## src/rtl/flag_unit_pkg.sv

```systemverilog
package flag_unit_pkg;

  localparam int NUM_FLAGS = 4;
  localparam int FLAG_N = 3;
  localparam int FLAG_Z = 2;
  localparam int FLAG_C = 1;
  localparam int FLAG_V = 0;

  typedef enum logic [2:0] {
    OP_ADD     = 3'd0,
    OP_SUB     = 3'd1,
    OP_LOG_SH  = 3'd2,
    OP_LOG     = 3'd3,
    OP_CMP_ADD = 3'd4,
    OP_CMP_SUB = 3'd5,
    OP_TST_SH  = 3'd6,
    OP_TST     = 3'd7
  } opClass_e;

  // Strobes from control to datapath
  typedef struct packed {
    logic ldDirect;
    logic ldSaved;
    logic ldCompute;
    logic arith;
    logic subtract;
    logic shiftCarry;
  } flagStrobe_t;

endpackage

```

## src/rtl/flag_ctrl.sv

```systemverilog
module flag_ctrl
  import flag_unit_pkg::*;
(
  input  logic        opValid,
  input  logic [2:0]  opClass,
  input  logic        flagSetEn,
  input  logic        destIsPc,
  input  logic        directWrEn,
  output flagStrobe_t strb
);

  opClass_e cls;
  logic isCompare;
  logic wantUpdate;
  logic wantRestore;

  always_comb begin
    cls         = opClass_e'(opClass);
    isCompare   = opClass[2];
    wantUpdate  = opValid && (isCompare || flagSetEn);
    wantRestore = opValid && !isCompare && flagSetEn && destIsPc;
  end

  always_comb begin
    strb            = '0;
    strb.ldDirect   = directWrEn;
    strb.ldSaved    = !directWrEn && wantRestore;
    strb.ldCompute  = !directWrEn && !wantRestore && wantUpdate;
    unique case (cls)
      OP_ADD, OP_CMP_ADD: begin
        strb.arith    = 1'b1;
        strb.subtract = 1'b0;
      end
      OP_SUB, OP_CMP_SUB: begin
        strb.arith    = 1'b1;
        strb.subtract = 1'b1;
      end
      OP_LOG_SH, OP_TST_SH: begin
        strb.shiftCarry = 1'b1;
      end
      OP_LOG, OP_TST: begin
        strb.shiftCarry = 1'b0;
      end
      default: ;
    endcase
  end

endmodule

```

## src/rtl/flag_datapath.sv

```systemverilog
module flag_datapath
  import flag_unit_pkg::*;
#(
  parameter int DATA_W = 32
) (
  input  logic                 clk,
  input  logic                 rst,
  input  flagStrobe_t          strb,
  input  logic                 opASign,
  input  logic                 opBSign,
  input  logic [DATA_W-1:0]    aluResult,
  input  logic                 aluCarryOut,
  input  logic                 shiftCarryOut,
  input  logic [NUM_FLAGS-1:0] savedFlags,
  input  logic [NUM_FLAGS-1:0] directWrFlags,
  output logic [NUM_FLAGS-1:0] flags,
  output logic                 flagsChanged
);

  localparam int MSB = DATA_W - 1;

  logic                 resSign;
  logic                 resZero;
  logic                 addOvf;
  logic                 subOvf;
  logic [NUM_FLAGS-1:0] computed;
  logic [NUM_FLAGS-1:0] nextFlags;
  logic                 anyLoad;

  always_comb begin
    resSign = aluResult[MSB];
    resZero = (aluResult == '0);
    addOvf  = (opASign == opBSign) && (resSign != opASign);
    subOvf  = (opASign != opBSign) && (resSign != opASign);
  end

  always_comb begin
    computed         = flags;
    computed[FLAG_N] = resSign;
    computed[FLAG_Z] = resZero;
    if (strb.arith) begin
      computed[FLAG_C] = aluCarryOut;
      computed[FLAG_V] = strb.subtract ? subOvf : addOvf;
    end else if (strb.shiftCarry) begin
      computed[FLAG_C] = shiftCarryOut;
    end
  end

  always_comb begin
    anyLoad = strb.ldDirect || strb.ldSaved || strb.ldCompute;
    if (strb.ldDirect)       nextFlags = directWrFlags;
    else if (strb.ldSaved)   nextFlags = savedFlags;
    else if (strb.ldCompute) nextFlags = computed;
    else                     nextFlags = flags;
  end

  always_ff @(posedge clk) begin
    if (rst) begin
      flags        <= '0;
      flagsChanged <= 1'b0;
    end else begin
      flags        <= nextFlags;
      flagsChanged <= anyLoad;
    end
  end

endmodule

```

## src/rtl/flag_update_unit.sv

```systemverilog
module flag_update_unit
  import flag_unit_pkg::*;
#(
  parameter int DATA_W = 32
) (
  input  logic              clk,
  input  logic              rst,
  input  logic              opValid,
  input  logic [2:0]        opClass,
  input  logic              flagSetEn,
  input  logic              destIsPc,
  input  logic              opASign,
  input  logic              opBSign,
  input  logic [DATA_W-1:0] aluResult,
  input  logic              aluCarryOut,
  input  logic              shiftCarryOut,
  input  logic [3:0]        savedFlags,
  input  logic              directWrEn,
  input  logic [3:0]        directWrFlags,
  output logic [3:0]        flags,
  output logic              flagsChanged
);

  flagStrobe_t strb;

  flag_ctrl u_ctrl (
    .opValid    (opValid),
    .opClass    (opClass),
    .flagSetEn  (flagSetEn),
    .destIsPc   (destIsPc),
    .directWrEn (directWrEn),
    .strb       (strb)
  );

  flag_datapath #(.DATA_W(DATA_W)) u_dp (
    .clk           (clk),
    .rst           (rst),
    .strb          (strb),
    .opASign       (opASign),
    .opBSign       (opBSign),
    .aluResult     (aluResult),
    .aluCarryOut   (aluCarryOut),
    .shiftCarryOut (shiftCarryOut),
    .savedFlags    (savedFlags),
    .directWrFlags (directWrFlags),
    .flags         (flags),
    .flagsChanged  (flagsChanged)
  );

endmodule

```

## config.mk

```make
export PLATFORM = sky130hd
export DESIGN_NAME = flag_update_unit
export DESIGN_NICKNAME = d
export VERILOG_FILES = /design/src/rtl/flag_unit_pkg.sv /design/src/rtl/flag_ctrl.sv /design/src/rtl/flag_datapath.sv /design/src/rtl/flag_update_unit.sv
export SDC_FILE = /design/constraint.sdc
export NUM_CORES = 1
export LEC_CHECK = 0
export ABC_CLOCK_PERIOD_IN_PS = 3150
export CAP_MARGIN = 10
export CORE_MARGIN = 3
export CORE_UTILIZATION = 25
export DETAILED_ROUTE_END_ITERATION = 6
export GPL_TIMING_DRIVEN = 0
export HOLD_SLACK_MARGIN = 0.1
export PLACE_DENSITY_LB_ADDON = 0.08
export SKIP_CTS_REPAIR_TIMING = 1
export SYNTH_ARGS = -nofsm -noshare
export SYNTH_HDL_FRONTEND = slang
export SYNTH_SLANG_ARGS = --single-unit
```

## constraint.sdc

```tcl
create_clock -name clk -period 3.15 [get_ports clk]
set_input_delay 0.4725 -clock clk [delete_from_list [all_inputs] [get_ports clk]]
set_output_delay 0.4725 -clock clk [all_outputs]
set_load 0.02 [all_outputs]
```

# ---- After elaboration in Yosys (flattened, before gate mapping)
# Cells that the tools add are included.
dict set report classes {
  muxes 9
  eq_ne 8
  reduce_logical 25
}
# operator count
set ops {}
lappend ops {{32-bit zero test} 1}
lappend ops {{4-bit two-way mux} 3}
lappend ops {{3-bit equality test (second input constant)} 3}
lappend ops {{1-bit logical AND} 9}
lappend ops {{3-bit nonzero test} 2}
lappend ops {{2-bit OR reduction} 3}
lappend ops {{1-bit two-way mux} 5}
lappend ops {{2-bit one-hot mux with 2 select lines} 1}
lappend ops {{2-bit AND reduction} 2}
lappend ops {{4-bit nonzero test} 1}
lappend ops {{3-bit by 1-bit equality test with 1-bit output (second input constant)} 1}
lappend ops {{3-bit by 2-bit equality test with 1-bit output (second input constant)} 1}
lappend ops {{1-bit zero test} 3}
lappend ops {{3-bit zero test} 1}
lappend ops {{1-bit logical OR} 3}
lappend ops {{1-bit inequality test} 2}
lappend ops {{1-bit equality test} 1}
dict set report totals {
  regBits 5
}

# ---- Longest topological paths before layout
dict set report depth {
  word_depth 10
  depth_mapped 4
  mapped_depth_nobuf 4
}

# ---- Hierarchy
# Synthesis repeated with hierarchy kept, for this count alone.
dict set report hier_totals {
  hier_cells 62
  area_unflattened_um2 495.5
}
# module cells_each n_inst seq_area_each_um2 area_per_inst_um2
set by_module_without_submodules {}
lappend by_module_without_submodules {flag_datapath 52 1 100.1 427.9}
lappend by_module_without_submodules {flag_ctrl 10 1 0.0 67.6}

# ---- Least setup slack after synthesis
# OpenSTA, ideal clock, no wires.
dict set report synth_path {
  path_type {input to register}
  from {in aluResult[5]}
  to {reg u_dp.flags[2]}
  path_buffers 0
  t_arrival_ps 1498
  setup_slack_ps 1572
  cell_stages 4
  t_required_ps 3071
  path_cell_list {nor4_1 > nand4_1 > or4_1 > a211oi_2}
}
dict set report synth_between {
  elab_chain_len 4
}
# element line
set synth_lines {}
lappend synth_lines {{start: declaration} flag_update_unit.sv:14} ;# input logic [DATA_W-1:0] aluResult,
lappend synth_lines {{32-bit zero test} flag_datapath.sv:32} ;# resZero = (aluResult == '0);
lappend synth_lines {{4-bit two-way mux} flag_datapath.sv:53} ;# else if (strb.ldCompute) nextFlags = computed;
lappend synth_lines {{4-bit two-way mux} flag_datapath.sv:52} ;# else if (strb.ldSaved) nextFlags = savedFlags;
lappend synth_lines {{4-bit two-way mux} flag_datapath.sv:51} ;# if (strb.ldDirect) nextFlags = directWrFlags;
lappend synth_lines {{end signal: assignment} flag_datapath.sv:62} ;# flags <= nextFlags;
lappend synth_lines {{end: declaration} flag_datapath.sv:16} ;# output logic [NUM_FLAGS-1:0] flags,
# Every way passes these cells. The select of a mux whose other input is x is not followed.
# A chain may end at the register's enable or synchronous reset.

# ---- Final worst setup path
dict set report layout_path {
  from {in aluResult[31]}
  to {reg u_dp.flags[2]}
}
# The elaborated chain is that of the path after synthesis.

==> flow_metrics.tcl <==
set metrics [dict create \
    yosys_warnings 0 \
    hold_path_class "reg2reg" \
    dr_total_vias 656 \
    path_class "in2reg" \
    synth_area_um2 422 \
    netlist_top_cells_area "dfxtp_1, nor4_1, nor4_2" \
    hold_viol_final 0 \
    synth-seq-cells 5 \
    tightest_slew_ns 0.394 \
    ys_seq_area_share_pct 23.7 \
    rows 14 \
    power.internal_mw 0.196 \
    slowest_delay_ns 0.50 \
    track_usage_pct 17.2 \
    synthCells 50 \
    syn-num-nets 103 \
    min_period_over_period_pct 60.2 \
    port_buffers 57 \
    avgSynthCellArea_um2 8.43 \
    netSwitchingFraction_pct 24.8 \
    power.leakage_nw 0.365 \
    met3_length_um 247 \
    antenna_found_initial 0 \
    synth.distinct_cells 29 \
    finalNetCount 165 \
    yosys.area.top_type "dfxtp_1" \
    antenna_cells 0 \
    maxCapViolCount 0 \
    path_cells "clkdlybuf4s50_1 > nor4_2 > nand4_1 > or4_1 > a211oi_2" \
    wirelength_met1_um 617 \
    syn2layout_area_growth_pct 146 \
    setup_violations 0 \
    switchingPower_mw 0.0647 \
    final_cell_area_um2 1040 \
    drc 0 \
    status "finished, final reports clean" \
    finalSetupTns_ns 0 \
    io_pins 58 \
    cts.path.max_buffers 2 \
    grt_pass1_wl_mm 2.70 \
    slew_headroom_pct 73.7 \
    gp_congestion 0.747 \
    synth_edf_count 0 \
    critPathMaxFanout 4 \
    numCtsBuffers 3 \
    grt_pass1_vias 671 \
    core_um2 1540 \
    drt_iter0_drc 7 \
    dieArea_um2 2220 \
    power_density_nw_per_um2 251 \
    cts_tree "yes" \
    fin_crit_ns 1.90 \
    path_clk_slew_ns 0.04 \
    fmax_mhz 527 \
    p_seq_share_pct 27.4 \
    die_w_um 47.1 \
    combPwrFrac_pct 43.9 \
    wl_met2_um 929 \
    synthArstFlopShare_pct 0 \
    skew_ns 0 \
    wl_mm 1.80 \
    highest_layer "met3" \
    arrival_ns 2.06 \
    placed_cell_area_um2 1010 \
    end_kind "flop" \
    worstPathRequired_ns 3.31 \
    rsz0062_at_grt "no" \
    clkPwrFrac_pct 28.7 \
    viasPerCell 5.17 \
    worst_path_max_delay_cell "or4_1" \
    detail_route.wl_per_cell_um 14.1 \
    yosysTopAreaCellShare_pct 23.7 \
    clock_latency_ns 0.25 \
    fp.dieH_um 47.1 \
    grt_max_degree 11 \
    slew_violations 0 \
    overflow 0 \
    firstDrtPassIters 4 \
    cts.sinks 5 \
    vdd_drop_max_v 0.000246 \
    root_buffer "clkbuf_4" \
    start_util_pct 27.4 \
    hpwl_mm 1.60 \
    drive_above_1_share_pct 7.21 \
    h-tree-depth 1 \
    antenna_left 0 \
    num-fill-cells 141 \
    startpoint_type "primary input" \
    synth-main-ff-cell "dfxtp_1" \
]
stage by stage:
stage	worst slack (ns)	cells	hold slack [ns]	power, mW	util [%]
6_report	1.25	127	0.510	0.261	67.4
5_1_grt	1.11	127	0.548	0.279	67.4
4_1_cts	1.23	127	0.514	0.265	67.4
3_5_place_dp	0.979	123	0.508	0.188	65.7
3_3_place_gp	0.984	123	0.499	0.185	65.7
2_1_floorplan	1.57	50	0.545	0.103	-
final timing paths:
check | from | endpoint | slack [ns] | cells after the start
setup / recovery | aluResult[31] | u_dp.flags[2] | 1.25 | 5
hold / removal | u_dp.flags[3] | u_dp.flags[3] | 0.51 | 2
setup reg to reg | u_dp.flags[0] | u_dp.flags[0] | 2.43 | 2
hold reg to reg | u_dp.flags[3] | u_dp.flags[3] | 0.51 | 2
cell usage after synthesis (2+ instances only):
| library cell | count |
|---|---|
| nor2_1 | 4 |
| and2_1 | 2 |
| nand4_1 | 2 |
| dfxtp_1 | 5 |
| nor4_1 | 5 |
| inv_1 | 2 |
| a221oi_1 | 2 |
| nor4_2 | 2 |
| a21oi_1 | 2 |
| nor4b_1 | 2 |
| nand2_1 | 4 |
layer usage:
| metal | global-route usage (%) | up-vias |
|---|---|---|
| met3 | 7.28 | 0 |
| met1 | 17.6 | 287 |
| met2 | 33.1 | 42 |
| met4 | 1.66 | 0 |
| met5 | 0 | - |
| li1 | - | 327 |
flip-flops by register name, indices dropped and copies added, names as in the netlist:
signal	cells
u_dp.flagsChanged	1
u_dp.flags	4
power by group through the flow:
| stage | Combinational, mW | Clock (mW) | Sequential, mW |
|---|---|---|---|
| global placement | 0.113 | 0 | 0.0723 |
| global route | 0.123 | 0.0839 | 0.0718 |
| finish | 0.114 | 0.0749 | 0.0714 |
| CTS | 0.115 | 0.0782 | 0.0715 |
| detailed placement | 0.115 | 0 | 0.0726 |
| floorplan | 0.0244 | 0 | 0.0788 |
kinds of logic (layout without fill, tap and decap cells):
| logic type | Yosys count | after routing | synth area share, % |
|---|---|---|---|
| multiplexers | 2 | 2 | 5.04 |
| AO/OA/AOI/OAI | 12 | 12 | 22.3 |
| AND/OR/NAND/NOR | 27 | 27 | 44.2 |
| flip-flops | 5 | 5 | 23.7 |
| XOR/XNOR | 1 | 1 | 2.08 |
| buffers and inverters | 3 | 64 | 2.67 |
worst max-delay path: cells and delay by family:
family	cells	cell delay (ns)
simple gates	3	0.88
buf+inv	1	0.46
compound gates	1	0.24
placed cells by master (no fill, tap or decap):
master           count
nor4_1               5
a211oi_2             1
a221oi_1             2
nand2_1              4
a21oi_1              2
a211oi_1             1
nor4_4               1
mux2_2               1
dfxtp_1              5
a222oi_1             1
clkbuf_4             3
inv_1                2
nor2b_1              1
o21ai_1              1
nor4_2               2
mux2i_1              1
nand4_1              2
a31oi_1              1
nor4b_1              2
nor2_1               4
and2_1               2
nand2b_1             1
clkbuf_1             2
or4_1                1
or3_1                1
a2bb2oi_1            1
a311oi_1             1
o31ai_1              1
xnor2_1              1
and4b_1              1
clkdlybuf4s50_1     57
area by class of cell:
cell class	count	area, µm²	area share, %
Sequential cell	5	100	9.64
Timing Repair Buffer	57	571	54.9
Inverter	2	7.51	0.723
Clock buffer	4	26.3	2.53
Buffer	1	3.75	0.361
Multi-Input combinational cell	42	310	29.9
Tap cell	16	20.0	1.93
Note: power is estimated with default switching activity, not from simulation.
